[config.mk]
export PLATFORM = sky130hd
export DESIGN_NAME = drom_hdr_check
export DESIGN_NICKNAME = d
export VERILOG_FILES = /design/src/rtl/drom_hdr_check.sv
export SDC_FILE = /design/constraint.sdc
export NUM_CORES = 1
export LEC_CHECK = 0
export CAP_MARGIN = 20
export CELL_PAD_IN_SITES_DETAIL_PLACEMENT = 2
export CELL_PAD_IN_SITES_GLOBAL_PLACEMENT = 2
export CORE_MARGIN = 3
export CORE_UTILIZATION = 44
export DETAILED_ROUTE_END_ITERATION = 8
export DONT_BUFFER_PORTS = 1
export PLACE_DENSITY = 0.85
export SKIP_LAST_GASP = 1
export SYNTH_ARGS = -nofsm -noshare
export SYNTH_HDL_FRONTEND = slang
export SYNTH_SLANG_ARGS = --single-unit
[constraint.sdc]
create_clock -name clk -period 7 [get_ports clk]
set_input_delay 0.35 -clock clk [delete_from_list [all_inputs] [get_ports clk]]
set_output_delay 0.35 -clock clk [all_outputs]
set_load 0.02 [all_outputs]
[src/rtl/drom_hdr_check.sv]
module drom_hdr_check #(
  parameter int LEN_W     = 10,
  parameter int DATA_OFS  = 13,
  parameter int HDR_LEN   = 22,
  parameter int REV_MAX   = 2,
  parameter logic [7:0]  CRC8_POLY  = 8'h07,
  parameter logic [31:0] CRC32_POLY = 32'h82F63B78
) (
  input  logic        clk,
  input  logic        rst_n,
  input  logic        start,
  input  logic        byte_valid,
  input  logic [7:0]  byte_data,
  input  logic        byte_last,
  output logic        done,
  output logic        pass,
  output logic        id_bad,
  output logic        size_bad,
  output logic        trunc,
  output logic        data_warn,
  output logic        rev_warn,
  output logic [63:0] uid,
  output logic [15:0] vendor_id,
  output logic [15:0] model_id,
  output logic [LEN_W-1:0] data_len
);
  localparam int CNT_W = LEN_W + 2;
  localparam logic [CNT_W-1:0] I_UID  = CNT_W'(1);
  localparam logic [CNT_W-1:0] I_DCRC = CNT_W'(9);
  localparam logic [CNT_W-1:0] I_REV  = CNT_W'(DATA_OFS);
  localparam logic [CNT_W-1:0] I_LENL = CNT_W'(14);
  localparam logic [CNT_W-1:0] I_LENH = CNT_W'(15);
  localparam logic [CNT_W-1:0] I_VID  = CNT_W'(16);
  localparam logic [CNT_W-1:0] I_MID  = CNT_W'(18);
  localparam logic [CNT_W-1:0] I_END  = CNT_W'(20);
  localparam logic [CNT_W-1:0] OFS    = CNT_W'(DATA_OFS);
  localparam logic [CNT_W-1:0] HDR_SZ = CNT_W'(HDR_LEN);
  localparam logic [7:0]       REV_LIM = 8'(REV_MAX);

  function automatic logic [7:0] crc8_step(logic [7:0] c, logic [7:0] d);
    logic [7:0] v;
    v = c ^ d;
    for (int k = 0; k < 8; k++) v = {v[6:0], 1'b0} ^ (v[7] ? CRC8_POLY : 8'h00);
    return v;
  endfunction

  function automatic logic [31:0] crc32_step(logic [31:0] c, logic [7:0] d);
    logic [31:0] v;
    v = c ^ {24'h0, d};
    for (int k = 0; k < 8; k++) v = {1'b0, v[31:1]} ^ (v[0] ? CRC32_POLY : 32'h0);
    return v;
  endfunction

  logic [CNT_W-1:0] cnt;
  logic [7:0]  chk, rev, len_lo, crc8;
  logic [31:0] dref, crc32;

  wire              take    = byte_valid & ~done & ~start;
  wire [LEN_W-1:0]  len_now = LEN_W'({byte_data, len_lo});
  wire [CNT_W-1:0]  size_now = CNT_W'(len_now) + OFS;
  wire [CNT_W-1:0]  end_idx  = CNT_W'(data_len) + OFS - CNT_W'(1);
  wire [2:0]        uid_sel  = 3'(cnt - I_UID);
  wire [1:0]        dref_sel = 2'(cnt - I_DCRC);

  always_ff @(posedge clk or negedge rst_n) begin
    if (!rst_n) begin
      cnt <= '0; done <= 1'b0; size_bad <= 1'b0; trunc <= 1'b0;
      chk <= '0; rev <= '0; len_lo <= '0; dref <= '0;
      uid <= '0; vendor_id <= '0; model_id <= '0; data_len <= '0;
      crc8 <= 8'hFF; crc32 <= '1;
    end else if (start) begin
      cnt <= '0; done <= 1'b0; size_bad <= 1'b0; trunc <= 1'b0;
      chk <= '0; rev <= '0; len_lo <= '0; dref <= '0;
      uid <= '0; vendor_id <= '0; model_id <= '0; data_len <= '0;
      crc8 <= 8'hFF; crc32 <= '1;
    end else if (take) begin
      cnt <= cnt + CNT_W'(1);
      if (cnt == '0) chk <= byte_data;
      if (cnt >= I_UID && cnt < I_DCRC) begin
        uid[{uid_sel, 3'b000} +: 8] <= byte_data;
        crc8 <= crc8_step(crc8, byte_data);
      end
      if (cnt >= I_DCRC && cnt < I_REV) dref[{dref_sel, 3'b000} +: 8] <= byte_data;
      if (cnt == I_REV)  rev <= byte_data;
      if (cnt == I_LENL) len_lo <= byte_data;
      if (cnt == I_LENH) data_len <= len_now;
      if (cnt >= I_VID && cnt < I_MID) vendor_id[{cnt[0], 3'b000} +: 8] <= byte_data;
      if (cnt >= I_MID && cnt < I_END) model_id[{cnt[0], 3'b000} +: 8] <= byte_data;
      if (cnt >= OFS) crc32 <= crc32_step(crc32, byte_data);
      if (cnt == I_LENH && size_now < HDR_SZ) begin
        done <= 1'b1; size_bad <= 1'b1;
      end else if (cnt > I_LENH && cnt == end_idx) begin
        done <= 1'b1;
      end else if (byte_last) begin
        done <= 1'b1; trunc <= 1'b1;
      end
    end
  end

  assign id_bad    = done & (cnt > I_DCRC - CNT_W'(1)) & (crc8 != chk);
  assign data_warn = done & ~trunc & ~size_bad & (~crc32 != dref);
  assign rev_warn  = done & (cnt > I_REV) & (rev > REV_LIM);
  assign pass      = done & ~id_bad & ~size_bad & ~trunc;
endmodule


==> impl_metrics.ini <==
[layout]
nNetsFinal = 1125
num-fill-cells = 2494
drive_gt1_share_pct = 11.2
fin_util_pct = 50.8
final_cell_count_no_fill = 1445
area.growth.synth_to_final_pct = 11.7
antenna-diode-count = 0

[floorplan]
initial_utilization_pct = 45.5
floorplan.rows = 57
num_io_pins = 126
fp.dieH_microns = 166
die-area_sq_um = 27500
floorplan.core_area_sq_um = 24700
horizontal_die_dimension_microns = 166

[drt]
vias_per_cell = 6.09
finalWirelength_microns = 42400
post_drt_wl_per_cell_microns = 29.4
dr_total_vias = 8804
drt.antenna.violating_nets = 0
drt_iter0_markers = 579
drt-pass1-iter-count = 5
drcViolationCount = 0

[setup_path]
critical_path_class = flip-flop to flip-flop
rr_endpoint = uid[48]
startpoint_class_of_the_critical_path = flip-flop
path_max_fanout = 20
crit_required_ns = 7.46
reg2reg_setup_slack_ns = 3.09
timing.reg2reg.worst_path_depth = 9
regToRegStartpoint = cnt[0]
critPathArrivalTime_ns = 4.36
critPathCaptureType = flip-flop

[power]
static-leakage-power_nw = 5.22
power.switching_fraction_pct = 27.7
power_density_nw_per_um2 = 262
clkPwrFrac_pct = 45.0
p_comb_share_pct = 14.3
netSwitchingPower_mw = 0.912
vdd_ir_max_mv = 0.196
power_frac_seq_pct = 40.6
cellInternalPower_mw = 2.38

[clock_tree]
cts.sinks = 217
cts_tree = built
worstSkewPairLatency_ns = 0.53
cts.clk_slew.worst_paths_ns = 0.07
cts_htree_levels = 1
tritoncts.num_buffers = 25
clock_tree.root_cell = sky130_fd_sc_hd__clkbuf_16
max-clock-path-buffers = 3
hold_buffers = 16
post_cts.repair.setup_buffers = 0
postCtsResizedCells = 0

[yosys]
postSynthNetCount = 1142
synth_top_cell_by_area = sky130_fd_sc_hd__dfrtp_1
ys_types = 63
yosys_top_cell_area_share_pct = 39.4
synth_area_sq_um = 11200
ys_dominant_reg_cell = sky130_fd_sc_hd__dfrtp_1
synth_most_common_cell = sky130_fd_sc_hd__dfrtp_1
postSynthCellCount = 1119
synth.yosys.seq_area_share_pct = 48.7
yosys_register_bits = 217
synth_commonest_cells = 177 x sky130_fd_sc_hd__dfrtp_1, 141 x sky130_fd_sc_hd__nor2_1, 118 x sky130_fd_sc_hd__nand2_1, 88 x sky130_fd_sc_hd__a21oi_1, 78 x sky130_fd_sc_hd__xor2_1
synth_area_per_cell_sq_um = 10.1
synth_enable_flop_cells = 0
ys_top_cells_by_area = sky130_fd_sc_hd__dfrtp_1 39%, sky130_fd_sc_hd__dfstp_2 9.3%, sky130_fd_sc_hd__xor2_1 6.1%, sky130_fd_sc_hd__mux2i_1 4.9%, sky130_fd_sc_hd__nor2_1 4.7%
ys.warnings.count = 0
async_set_or_reset_flop_fraction_in_the_synthesized_netlist_pct = 100

[grt]
grt_pass1_vias = 9942
grt_pass1_wl_microns = 64300
grt-busiest-layer = met2
grt_remaining_overflow = 0
antenna_found_initial = 3
met1_track_demand_over_resource_in_global_routing_pct = 36.8
grt_max_degree = 218
met2_usage_pct = 50.6
groute.usage.overall_pct = 30.1
use_met3_pct = 8.28

[sta]
period_minus_slack_ns = 3.91
fmax_achieved_mhz = 256
final.hold.worst_slack_ns = -0.0436
setup_repair_after_global_routing_missed_its_margin = false
skew_ns = 0.0122
final-max-slew-violation-count = 0
setup_slack_ns = 3.09
maxSlewHeadroom_pct = 25.8
fin_setup_tns_ns = 0
final-hold-violation-count = 11
final_min_period_over_clock_period_pct = 55.8
tightest_slew_ns = 1.11
finalSetupViolCount = 0

[job]
max-cap-violations = 0

[placement]
place_inst = 1380
gpl.final_weighted_congestion = 0.842
port-buffer-count = 0
dp_hpwl_microns = 24000
place_worst_setup_slack_ns = 3.43

[hold_path]
min-delay-path-class = input pin to async pin

[status]
outcome = complete, but fails checks
failed_checks = hold timing
stage by stage:
stage	total power, mW	cell area [sq um]
after floorplan	1.68	11200
after global placement	1.73	11400
after detailed placement	1.75	11400
after CTS	3.30	12500
after global routing	3.40	12600
final	3.29	12600
logic make-up after synthesis:
family | count (synthesis) | synth area share (%)
AO/OA/AOI/OAI | 206 | 11.3
XOR/XNOR | 160 | 15.0
adder cells (fa/ha/maj) | 10 | 1.11
buffers and inverters | 78 | 2.73
flip-flops | 217 | 48.7
multiplexers | 58 | 5.19
AND/OR/NAND/NOR | 390 | 15.9
critical path: stages (launching register included):
cell                       delay, ns
sky130_fd_sc_hd__dfrtp_1        0.82
sky130_fd_sc_hd__inv_1          0.31
sky130_fd_sc_hd__ha_1           0.38
sky130_fd_sc_hd__nand2b_1       0.20
sky130_fd_sc_hd__and2_1         0.20
sky130_fd_sc_hd__ha_1           0.47
sky130_fd_sc_hd__nand4b_1       0.74
sky130_fd_sc_hd__nor2_1         0.45
sky130_fd_sc_hd__a21oi_1        0.12
sky130_fd_sc_hd__nor2_1         0.13
worst max-delay path by stage:
stage                          to  startpoint
after CTS                 uid[52]      cnt[0]
final                     uid[48]      cnt[0]
after global placement    uid[62]      cnt[0]
after floorplan           uid[32]      cnt[0]
after global routing      uid[48]      cnt[0]
after detailed placement  uid[59]      cnt[0]
power groups by stage:
| stage | clock (mW) | combinational [mW] | sequential [mW] |
|---|---|---|---|
| finish | 1.48 | 0.472 | 1.34 |
| detailed placement | 0 | 0.390 | 1.36 |
| global placement | 0 | 0.372 | 1.36 |
| floorplan | 0 | 0.336 | 1.34 |
| global route | 1.55 | 0.508 | 1.34 |
| CTS | 1.50 | 0.468 | 1.34 |
area by class of cell:
class / count / area [sq um] / area share (%)
Multi-Input combinational cell: 824 / 5470 / 43.5
Clock inverter: 9 / 174 / 1.38
Clock buffer: 37 / 741 / 5.89
Sequential cell: 217 / 5480 / 43.6
Timing Repair Buffer: 24 / 258 / 2.05
Tap cell: 324 / 405 / 3.23
Inverter: 10 / 37.5 / 0.299
cell usage in the layout (no fill, tap or decap), types with 4 or more instances in the layout:
cell,count
sky130_fd_sc_hd__nor2b_1,13
sky130_fd_sc_hd__clkbuf_1,5
sky130_fd_sc_hd__nor4_1,4
sky130_fd_sc_hd__o31ai_1,16
sky130_fd_sc_hd__a22o_1,16
sky130_fd_sc_hd__and3_1,6
sky130_fd_sc_hd__a22oi_1,8
sky130_fd_sc_hd__a21oi_1,86
sky130_fd_sc_hd__nor2_1,141
sky130_fd_sc_hd__o22a_1,6
sky130_fd_sc_hd__dlygate4sd3_1,15
sky130_fd_sc_hd__mux2i_1,55
sky130_fd_sc_hd__inv_1,10
sky130_fd_sc_hd__clkbuf_8,7
sky130_fd_sc_hd__ha_1,10
sky130_fd_sc_hd__xor2_1,78
sky130_fd_sc_hd__o21ai_0,46
sky130_fd_sc_hd__nand2b_1,12
sky130_fd_sc_hd__clkbuf_16,25
sky130_fd_sc_hd__nand4_1,21
sky130_fd_sc_hd__bufinv_16,5
sky130_fd_sc_hd__xnor2_4,6
sky130_fd_sc_hd__dfrtp_1,177
sky130_fd_sc_hd__nand2_1,118
sky130_fd_sc_hd__buf_4,7
sky130_fd_sc_hd__dfstp_2,40
sky130_fd_sc_hd__nor3_2,5
sky130_fd_sc_hd__xor2_4,4
sky130_fd_sc_hd__xnor2_1,60
sky130_fd_sc_hd__nor3_1,15
sky130_fd_sc_hd__xnor2_2,8
sky130_fd_sc_hd__nand3_1,31
sequential cells by signal, indices dropped and copies added (netlist names), 8 cells and up:
| signal | flops |
|---|---|
| vendor_id | 16 |
| len_lo | 8 |
| crc32 | 32 |
| data_len | 10 |
| chk | 8 |
| rev | 8 |
| dref | 32 |
| cnt | 12 |
| model_id | 16 |
| uid | 64 |
| crc8 | 8 |
metal layers:
layer	vias to the layer above	routed length (microns)
li1	3785	-
met1	4564	16600
met2	334	20600
met3	115	3080
met4	6	2090
met5	-	34
Power figures use the tool's default switching activity.
